## config.mk

```make
export PLATFORM = sky130hd
export DESIGN_NAME = alu_flag_unit
export DESIGN_NICKNAME = d
export VERILOG_FILES = /design/src/rtl/alu_flag_pkg.sv /design/src/rtl/alu_addsub.sv /design/src/rtl/alu_logic.sv /design/src/rtl/alu_stat_reg.sv /design/src/rtl/alu_flag_unit.sv
export SDC_FILE = /design/constraint.sdc
export NUM_CORES = 1
export LEC_CHECK = 0
export CORE_ASPECT_RATIO = 0.6
export CORE_MARGIN = 2
export CORE_UTILIZATION = 50
export CTS_BUF_LIST = sky130_fd_sc_hd__clkbuf_4 sky130_fd_sc_hd__clkbuf_8 sky130_fd_sc_hd__clkbuf_16
export DETAILED_ROUTE_END_ITERATION = 7
export DONT_BUFFER_PORTS = 1
export HOLD_SLACK_MARGIN = 0.02
export PLACE_DENSITY = 0.72
export SYNTH_ARGS = -nofsm -noshare
export SYNTH_HDL_FRONTEND = slang
export SYNTH_SLANG_ARGS = --single-unit
```

## constraint.sdc

```tcl
create_clock -name clk -period 6.9 [get_ports clk]
set_clock_uncertainty 0.15 [all_clocks]
set_input_delay 1.38 -clock clk [delete_from_list [all_inputs] [get_ports clk]]
set_output_delay 1.38 -clock clk [all_outputs]
set_load 0.02 [all_outputs]
```

## src/rtl/alu_flag_pkg.sv

```systemverilog
package alu_flag_pkg;

    localparam int STAT_W = 8;

    typedef enum logic [3:0] {
        OP_ADD = 4'd0,
        OP_ADC = 4'd1,
        OP_SUB = 4'd2,
        OP_SBC = 4'd3,
        OP_CMP = 4'd4,
        OP_CPC = 4'd5,
        OP_AND = 4'd6,
        OP_OR  = 4'd7,
        OP_EOR = 4'd8,
        OP_TST = 4'd9
    } alu_op_e;

    // Field order follows the status byte, bit 7 first.
    typedef struct packed {
        logic irq_en;
        logic bit_store;
        logic half;
        logic sign;
        logic ovf;
        logic neg;
        logic zero;
        logic carry;
    } stat_s;

    function automatic logic op_is_arith(input logic [3:0] op);
        return op <= OP_CPC;
    endfunction

    function automatic logic op_is_sub(input logic [3:0] op);
        return (op >= OP_SUB) && (op <= OP_CPC);
    endfunction

    function automatic logic op_uses_carry(input logic [3:0] op);
        return (op == OP_ADC) || (op == OP_SBC) || (op == OP_CPC);
    endfunction

    function automatic logic op_chains_zero(input logic [3:0] op);
        return (op == OP_SBC) || (op == OP_CPC);
    endfunction

    function automatic logic op_is_logic(input logic [3:0] op);
        return (op >= OP_AND) && (op <= OP_TST);
    endfunction

endpackage

```

## src/rtl/alu_addsub.sv

```systemverilog
module alu_addsub #(
    parameter int DATA_W   = 8,
    parameter int HALF_BIT = 3
) (
    input  logic [DATA_W-1:0] a,
    input  logic [DATA_W-1:0] b,
    input  logic              cin,
    input  logic              sub,
    output logic [DATA_W-1:0] res,
    output logic              c_out,
    output logic              h_out,
    output logic              v_out
);
    localparam int MSB = DATA_W - 1;

    logic [DATA_W-1:0] cin_ext;
    logic [DATA_W-1:0] cy_vec;
    logic [DATA_W-1:0] ov_vec;

    assign cin_ext = {{(DATA_W-1){1'b0}}, cin};

    always_comb begin
        if (sub) begin
            res    = a - b - cin_ext;
            cy_vec = (~a & b) | (b & res) | (res & ~a);
            ov_vec = (a & ~b & ~res) | (~a & b & res);
        end else begin
            res    = a + b + cin_ext;
            cy_vec = (a & b) | (b & ~res) | (~res & a);
            ov_vec = (a & b & ~res) | (~a & ~b & res);
        end
    end

    assign c_out = cy_vec[MSB];
    assign h_out = cy_vec[HALF_BIT];
    assign v_out = ov_vec[MSB];

endmodule

```

## src/rtl/alu_logic.sv

```systemverilog
module alu_logic #(
    parameter int DATA_W = 8
) (
    input  logic [3:0]        op,
    input  logic [DATA_W-1:0] a,
    input  logic [DATA_W-1:0] b,
    output logic [DATA_W-1:0] res
);
    import alu_flag_pkg::*;

    always_comb begin
        case (op)
            OP_AND:  res = a & b;
            OP_OR:   res = a | b;
            OP_EOR:  res = a ^ b;
            default: res = a;
        endcase
    end

endmodule

```

## src/rtl/alu_stat_reg.sv

```systemverilog
module alu_stat_reg #(
    parameter int WIDTH = 8
) (
    input  logic             clk,
    input  logic             rst,
    input  logic             en,
    input  logic [WIDTH-1:0] d,
    output logic [WIDTH-1:0] q
);
    always_ff @(posedge clk) begin
        if (rst) begin
            q <= '0;
        end else if (en) begin
            q <= d;
        end
    end

endmodule

```

## src/rtl/alu_flag_unit.sv

```systemverilog
module alu_flag_unit #(
    parameter int DATA_W   = 8,
    parameter int HALF_BIT = 3
) (
    input  logic                             clk,
    input  logic                             rst,
    input  logic                             upd_en,
    input  logic [3:0]                       op_code,
    input  logic [DATA_W-1:0]                opa,
    input  logic [DATA_W-1:0]                opb,
    input  logic [alu_flag_pkg::STAT_W-1:0]  stat_cur,
    output logic [DATA_W-1:0]                result,
    output logic [alu_flag_pkg::STAT_W-1:0]  stat_nxt,
    output logic [alu_flag_pkg::STAT_W-1:0]  stat_q
);
    import alu_flag_pkg::*;

    localparam int MSB = DATA_W - 1;

    stat_s             cur;
    stat_s             nxt;
    logic              as_cin;
    logic [DATA_W-1:0] as_res;
    logic              as_c;
    logic              as_h;
    logic              as_v;
    logic [DATA_W-1:0] lg_res;

    assign cur    = stat_s'(stat_cur);
    assign as_cin = op_uses_carry(op_code) ? cur.carry : 1'b0;

    alu_addsub #(
        .DATA_W   (DATA_W),
        .HALF_BIT (HALF_BIT)
    ) addsub_i (
        .a     (opa),
        .b     (opb),
        .cin   (as_cin),
        .sub   (op_is_sub(op_code)),
        .res   (as_res),
        .c_out (as_c),
        .h_out (as_h),
        .v_out (as_v)
    );

    alu_logic #(
        .DATA_W (DATA_W)
    ) logic_i (
        .op  (op_code),
        .a   (opa),
        .b   (opb),
        .res (lg_res)
    );

    always_comb begin
        nxt    = cur;
        result = opa;
        if (op_is_arith(op_code)) begin
            result    = as_res;
            nxt.carry = as_c;
            nxt.half  = as_h;
            nxt.ovf   = as_v;
            nxt.neg   = as_res[MSB];
            nxt.sign  = as_res[MSB] ^ as_v;
            nxt.zero  = (as_res == '0) &&
                        (op_chains_zero(op_code) ? cur.zero : 1'b1);
        end else if (op_is_logic(op_code)) begin
            result    = lg_res;
            nxt.ovf   = 1'b0;
            nxt.neg   = lg_res[MSB];
            nxt.sign  = lg_res[MSB];
            nxt.zero  = (lg_res == '0);
        end
    end

    assign stat_nxt = nxt;

    alu_stat_reg #(
        .WIDTH (STAT_W)
    ) stat_reg_i (
        .clk (clk),
        .rst (rst),
        .en  (upd_en),
        .d   (stat_nxt),
        .q   (stat_q)
    );

endmodule

```

== Word level (Yosys, flattened, before mapping) ==
Index checks and enable logic that the tools add are counted.

* Register bits after elaboration: 8
* Bits in latches: 0
* Bits in writable memories: 0
* Bits in read-only memories: 0
* Input bits: 31
* Output and inout bits: 24
* Word-level logic and storage cells: 60
* Memories kept: 0

* $add $sub $neg: 4
* $mul: 0
* Divide/modulo/power cells: 0
* Order comparisons: 4
* Equality and inequality tests: 6
* Shift-type cells: 0
* Multiplexer cells: 12
* Bitwise operators: 25
* Reduce and logical (&&, ||, !) cells: 8

{| class="wikitable"
|+ Operators with widths
! cell !! number
|-
| 8-bit bitwise AND || 12
|-
| 8-bit OR || 7
|-
| 8-bit two-way mux || 5
|-
| 8-bit NOT || 4
|-
| 8-bit one-hot mux with 3 select lines || 1
|-
| 8-bit zero test || 2
|-
| 4-bit by 3-bit equality test with 1-bit output (second input constant) || 3
|-
| 8-bit by 1-bit adder with 8-bit output || 1
|-
| 8-bit adder || 1
|-
| 4-bit two-way mux || 2
|-
| 8-bit by 1-bit subtractor with 8-bit output || 1
|-
| 8-bit subtractor || 1
|-
| 8-bit bitwise XOR || 1
|-
| 4-bit by 1-bit equality test with 1-bit output (second input constant) || 1
|-
| 4-bit by 2-bit equality test with 1-bit output (second input constant) || 1
|-
| 4-bit equality test (second input constant) || 1
|-
| 4-bit by 2-bit >= comparator with 1-bit output (second input constant) || 1
|-
| 4-bit by 3-bit >= comparator with 1-bit output (second input constant) || 1
|-
| 4-bit by 3-bit less-or-equal comparator with 1-bit output (second input constant) || 1
|-
| 4-bit less-or-equal comparator (second input constant) || 1
|-
| 1-bit two-way mux || 4
|-
| 1-bit logical AND || 3
|-
| 1-bit logical OR || 3
|-
| 1-bit bitwise XOR || 1
|}

== Depth between registers and ports, before layout ==
Gate-level depths: netlist of run 1.

* Depth in word-level cells: 11
* Depth in mapped cells: 17
* Mapped depth without buffers: 14

== Cells and area by module ==
Synthesis of run 1 repeated with hierarchy kept, for this count alone.

* Cells, all modules: 288
* Area, all modules: 2,204.6 um^2

{| class="wikitable"
|+ Modules (own cells, without submodules)
! module !! instances !! cells an instance !! area each (um^2) !! seq. area each (um^2)
|-
| alu_addsub || 1 || 131 || 996.0 || 0.0
|-
| alu_logic || 1 || 70 || 524.3 || 0.0
|-
| alu_flag_unit || 1 || 61 || 399.1 || 0.0
|-
| alu_stat_reg || 1 || 26 || 285.3 || 160.2
|}

== Worst setup path after synthesis of run 1 ==
Ideal clock, no wire load.

* Path type: input to output
* From: in op_code[2]
* To: out stat_nxt[3] in the netlist's numbering
* Arrival: 4.912 ns
* Setup slack: 0.458 ns
* Stages: 15
* Path buffers: 3
* Cells stage by stage: buf_6 -> and2_2 -> clkbuf_1 -> nor2_1 -> clkbuf_1 -> nand3_1 -> fa_1 -> o21ai_0 -> a31oi_1 -> o21ai_0 -> a21oi_1 -> fa_1 -> nand2b_1 -> a221o_2 -> a22oi_1

* Cells in the longest elaborated chain, start to end: 10
* Elaborated cells on any way between the ends: 25

{| class="wikitable"
|+ RTL lines
! item !! line !! RTL
|-
| start, declared || alu_flag_unit.sv:8 || <nowiki>input logic [3:0] op_code,</nowiki>
|-
| 4-bit by 1-bit equality test with 1-bit output / 4-bit by 2-bit equality test with 1-bit output (equally long branches) || alu_flag_pkg.sv:39 || <nowiki>return (op == OP_ADC) || (op == OP_SBC) || (op == OP_CPC);</nowiki>
|-
| 1-bit logical OR (2 in a row) || alu_flag_pkg.sv:39 ||
|-
| 1-bit two-way mux || alu_flag_unit.sv:30 || <nowiki>assign as_cin = op_uses_carry(op_code) ? cur.carry : 1'b0;</nowiki>
|-
| 8-bit by 1-bit adder with 8-bit output / 8-bit by 1-bit subtractor with 8-bit output (equally long branches) || alu_addsub.sv:28, alu_addsub.sv:24 ||
|-
| 8-bit NOT, on equally long branches || alu_addsub.sv:30, alu_addsub.sv:26 ||
|-
| 8-bit bitwise AND, on equally long branches || alu_addsub.sv:30, alu_addsub.sv:26 ||
|-
| 8-bit OR, on equally long branches || alu_addsub.sv:30, alu_addsub.sv:26 ||
|-
| 8-bit two-way mux || alu_addsub.sv:23 || <nowiki>if (sub) begin</nowiki>
|-
| 4-bit two-way mux (*) || alu_flag_unit.sv:58 || <nowiki>if (op_is_arith(op_code)) begin</nowiki>
|-
| end, declared || alu_flag_unit.sv:13 || <nowiki>output logic [alu_flag_pkg::STAT_W-1:0] stat_nxt,</nowiki>
|}

Every way passes the cells marked *; elsewhere a longest branch is shown, timed or not.

== Worst setup path after layout of run 1 ==
* From: in op_code[1]
* To: out stat_nxt[3] in the netlist's numbering

Same word-level chain as after synthesis.

==> results.ini, run 1 <==
[outcome]
outcome=completed

[power]
max-vdd-ir-drop_uv=76.5
powerDensity_nw_per_um2=137
leakage_uw=0.000947
post-layout-total-power_uw=288

[synth]
avgSynthCellArea_um2=7.17
yosys.area.top_type_share_pct=18.1
synth_top_cells_by_area=ha_1 (18%), dfxtp_1 (7.7%), fa_1 (5.8%), inv_1 (5.8%), nor2_1 (5.6%)
synth_cell_type_count=54
syn_warnings=0
synthesis.instances=289
synth_async_sr_flop_share_pct=0
synth-seq-area-share_pct=7.73
synthDominantAreaCellType=ha_1
ys_ff_latch=8
syn_nets=356
synth_enable_flop_cells=0
yosys_most_used_dff=dfxtp_1
netlist_area_um2=2070

[final_layout]
multi_input_comb_area_um2=1700
fin_nets=346
insertedDiodeCount=0
largest_registers=stat_reg_i.q x8
n_fill_cell=400
top_register=stat_reg_i.q
largest_reg_flops=8
layout-area-overhead-vs-synth_pct=1.21
drive_above_1_share_pct=4.69
final_cell_area_um2=2100
seqCellArea_um2=160

[worst_setup_path]
critPathLaunchType=input pin
critical_path.reg2reg.endpoint=stat_reg_i.q[3]
regToRegStartpoint=stat_reg_i.q[3]
worstPathMaxFanout=16
critical_path_buf_inv_count=2
critical_path.max_stage_delay_ns=0.57
r2r.worst_path.cells=3
crit_path_top_delay_cell=fa_1
worst-r2r-setup-slack_ns=5.72
crit_path_end_kind=output port
required_ns=5.37
worst_path_dominant_cell_family=compound AO/OA/AOI/OAI gates
critical_path_start_end_classification=input pin to output port
worstPathCellList=and2_2 -> nor2_1 -> buf_4 -> nand3_1 -> fa_1 -> o21ai_0 -> a31oi_1 -> o21ai_0 -> a21oi_1 -> fa_1 -> a21oi_1 -> a221o_2 -> a22oi_1 -> buf_4
worst-endpoint-arrival_ns=4.76

[clocking]
cts-hold-fix-buffers=0
cts_repair_resize_count=0
root_buffer=clkbuf_8
postCtsSetupRepairBufs=0
tritoncts=built
clk_pin_slew_worst_paths_ns=0.04
clock_tree.htree_level_count=1
cts_made_buffers=3
clock_insertion_delay_worst_skew_ns=0.23
cts_buffer_depth=2
cts_sinks=8

[drt]
met2_wirelength_mm=2.12
drt_iter0_markers=238
met1Wirelength_mm=2.70
via_count=2061
route.antenna.remaining_nets=0
routed.top_layer=met4
met3_length_um=971
drc=0
drt-wirelength-per-cell_um=17.7
vias_per_cell=6.30
dr.pass1.iters=5
postRouteWirelength_mm=5.80

[sta]
max_freq_mhz=159
final_period_minus_worst_setup_slack_ns=6.29
finalCritPeriodShare_pct=91.2
tns_ns=0
final-max-slew-violation-count=0
setup-violations-final=0
rsz0062_at_grt=false
tightestPinTransition_ns=0.746
final.setup.worst_slack_ns=0.607
slew_headroom_pct=49.7
number_of_hold_violations_in_the_final_report=0

[die]
design.portCount=55
std_cell_rows=18
die_w_um=87.1
core_area_um2=4030
start_util_pct=51.4
dieArea_um2=4690
die_height_um=53.9

[grt]
gr-total-overflow=0
grtUsageTotal_pct=25.7
number_of_global_route_vias_before_repair=1841
grt_pass1_wl_mm=9.26
grt_max_degree=28
antenna_violations_before_repair=0

[placed_design]
port_buffers=0
placed_area_um2=2050
hpwlAfterDp_mm=4.78
gp_routability_congestion=0.960
dp_worst_setup_slack_ns=0.715

[hold_path]
holdCritPathClass=flop to flop
worstHoldEndpoint=stat_reg_i.q[0]
timing.hold.worst.start=stat_reg_i.q[0]
worst_hold_path.num_cells=2

[flow_run]
cap_viol_max_count=0

-- cells by family after synthesis --
kind of cell	Yosys count	synth area share, %
xor gates and xnor gates	11	5.02
muxes	9	4.35
adders and majority gates	36	23.9
buffers and inverters	49	10.3
and+or+nand+nor	89	19.7
AOI/OAI and AO/OA	87	28.9
DFF	8	7.73
-- per-stage QoR --
step / util [%] / hold WS (ns) / cells
final: 52.0 / 0.424 / 327
after global routing: 52.0 / 0.484 / 327
after CTS: 52.0 / 0.429 / 327
after detailed placement: 51.0 / 0.424 / 324
after global placement: 51.0 / 0.422 / 324
after floorplan: - / 0.404 / 289
-- final cells by class --
class                   count  area share, %
multi-input cells         232           81.0
flip-flops and latches      8           7.64
inverters                  32           5.73
well taps                  50           2.99
clock buffers               3           1.97
repair buffers              2          0.716
-- routing by layer --
metal | vias up | global-route usage (%)
li1 | 998 | -
met1 | 935 | 40.2
met2 | 126 | 34.6
met3 | 2 | 9.05
met4 | 0 | 0.260
met5 | - | 0
-- power breakdown --
part           internal (µW)  total, µW  switching (µW)
Sequential              50.1       56.7            6.63
Clock                   37.9       57.0            19.2
Combinational           65.9        174             108
-- cells in the final DEF, fill, tap and decap left out, types with 6 or more instances in the layout --
cell type   n
a21oi_1    19
a22oi_1     8
dfxtp_1     8
fa_1        6
ha_1       30
inv_1      32
mux2i_1     9
nand2_1    28
nor2_1     31
nor3_1      6
o21ai_0    17
xor2_1      6
-- Yosys cell counts, types with 4 or more instances --
cell      number
nor3_1         6
a31oi_1        5
nand3_1        5
xnor2_1        4
nor2_1        31
mux2i_1        9
a21oi_1       19
inv_1         32
a221oi_1       4
clkbuf_1       6
nand2_1       28
a22oi_1        8
fa_1           6
xor2_1         6
ha_1          30
o21ai_0       17
dfxtp_1        8
-- worst reg2reg max path, delay by kind of cell, from the launching register on --
kind             cells  cell delay [ns]
AND/OR/NAND/NOR      1             0.08
flip-flops           1             0.44
AO/OA/AOI/OAI        2             0.45
-- how the worst max path moves through the flow --
| stage | startpoint | endpoint | slack (ns) | cells after the start |
|---|---|---|---|---|
| 2_1_floorplan | op_code[2] | stat_nxt[3] | 0.46 | 15 |
| 3_3_place_gp | op_code[1] | stat_nxt[3] | 0.77 | 14 |
| 3_5_place_dp | op_code[1] | stat_nxt[3] | 0.71 | 14 |
| 4_1_cts | op_code[1] | stat_nxt[3] | 0.69 | 14 |
| 5_1_grt | op_code[1] | stat_nxt[3] | 0.41 | 14 |
| 6_report | op_code[1] | stat_nxt[3] | 0.61 | 14 |
Note: power is estimated with default switching activity, not from simulation.
==> run 2, diff against run 1 <==
==> constraint.sdc (replaced) <==
create_clock -name clk -period 5.8 [get_ports clk]
set_clock_uncertainty 0.15 [all_clocks]
set_input_delay 1.16 -clock clk [delete_from_list [all_inputs] [get_ports clk]]
set_output_delay 1.16 -clock clk [all_outputs]
set_load 0.02 [all_outputs]
==> results.ini, run 2 (synthesis results as in run 1) <==
[grt]
grt_pass1_wl_mm=9.32
gr-total-overflow=0
grtUsageTotal_pct=25.6
grt_max_degree=28
antenna_violations_before_repair=0
number_of_global_route_vias_before_repair=1921

[clocking]
cts-hold-fix-buffers=0
clock_insertion_delay_worst_skew_ns=0.23
cts_repair_resize_count=0
cts_made_buffers=3
cts_buffer_depth=2
tritoncts=built
postCtsSetupRepairBufs=0
cts_sinks=8
clock_tree.htree_level_count=1
root_buffer=clkbuf_8
clk_pin_slew_worst_paths_ns=0.04

[final_layout]
insertedDiodeCount=0
largest_registers=stat_reg_i.q x8
top_register=stat_reg_i.q
finalNonFillerCells=327
drive_above_1_share_pct=5.42
fin_util_pct=52.2
n_fill_cell=402
final_common_cell=inv_1
largest_reg_flops=8
fin_nets=346
layout-area-overhead-vs-synth_pct=1.57
layout_common_cells=inv_1 (32), nor2_1 (30), ha_1 (30)

[sta]
slew_headroom_pct=50.6
rsz0062_at_grt=false
final.setup.worst_slack_ns=0.258
max_freq_mhz=180
final_period_minus_worst_setup_slack_ns=5.54
tightestPinTransition_ns=0.733
setup-violations-final=0
number_of_hold_violations_in_the_final_report=0
final-max-slew-violation-count=0
finalCritPeriodShare_pct=95.6
tns_ns=0

[die]
design.portCount=55
die_w_um=87.1
die_height_um=53.9
dieArea_um2=4690
std_cell_rows=18
core_area_um2=4030
start_util_pct=51.4

[placed_design]
dp_worst_setup_slack_ns=0.322
port_buffers=0
hpwlAfterDp_mm=4.80
gp_routability_congestion=0.936
post-place-cells=324

[drt]
via_count=2138
dr.pass1.iters=5
drt-wirelength-per-cell_um=18.2
drc=0
postRouteWirelength_mm=5.97
route.antenna.remaining_nets=0
drt_iter0_markers=253
vias_per_cell=6.54

[power]
powerDensity_nw_per_um2=165
p_sw_uw=162
pwr-share-clk_pct=19.5
leakage_uw=0.000947
sequentialPowerShare_pct=19.5
max-vdd-ir-drop_uv=114
intPower_uw=184
power_frac_comb_pct=61.0
swShare_pct=46.9

[hold_path]
holdCritPathClass=flop to flop
timing.hold.worst.start=stat_reg_i.q[0]

[outcome]
outcome=completed

[flow_run]
cap_viol_max_count=0

[worst_setup_path]
regToRegStartpoint=stat_reg_i.q[3]
required_ns=4.49
worstPathMaxFanout=13
timing.critical_path.from=op_code[1]
worst-endpoint-arrival_ns=4.23
worst-r2r-setup-slack_ns=4.61
critPathLaunchType=input pin
crit_path_end_kind=output port
critical_path_start_end_classification=input pin to output port

-- run 2: cell counts in the layout (fill, tap and decap cells not counted) --
No cell type changed its count.
-- run 2: layer usage --
layer  share of wire (%)  track usage (%)  vias up
li1                    -                -      996
met1                  45             37.7      981
met2                  38             36.3      143
met3                  15             9.82       18
met4                 1.6             2.34        0
met5                   0                0        -
-- run 2: power groups by stage --
| stage | sequential (µW) | combinational, µW | clock, µW |
|---|---|---|---|
| final | 67.6 | 211 | 67.4 |
| after detailed placement | 68.5 | 204 | 0 |
| after global routing | 68.2 | 231 | 72.7 |
| after CTS | 67.5 | 206 | 68.9 |
| after global placement | 68.6 | 204 | 0 |
| after floorplan | 67.7 | 175 | 0 |
-- run 2: worst max-delay path: stages --
cell and delay [ns]:
and2_2 0.21, nor2_2 0.11, nand3_1 0.12, fa_1 0.42, o21ai_0 0.38, a31oi_1 0.19, o21ai_0 0.19, a21oi_1 0.12
fa_1 0.58, a21oi_1 0.09, a221o_2 0.37, a22oi_2 0.29
-- run 2: final timing paths --
path | end | cells past startpoint
min | stat_reg_i.q[0] | 2
min reg2reg | stat_reg_i.q[0] | 2
max reg2reg | stat_reg_i.q[3] | 3
max | stat_nxt[3] | 12
-- run 2: stage by stage --
step           area [µm²]  power, µW  hold WS [ns]
2_1_floorplan        2080        243         0.404
3_3_place_gp         2060        272         0.422
3_5_place_dp         2060        273         0.424
4_1_cts              2100        343         0.430
5_1_grt              2100        372         0.462
6_report             2100        346         0.420
-- run 2: area by class of cell --
cell class                 instances  area (µm²)  share of cell area [%]
timing repair buffer               2        15.0                   0.714
tap                               50        62.6                    2.97
inverter                          32         120                    5.71
multi-input combinational        232        1700                    81.0
sequential                         8         160                    7.61
clock buffer                       3        41.3                    1.96
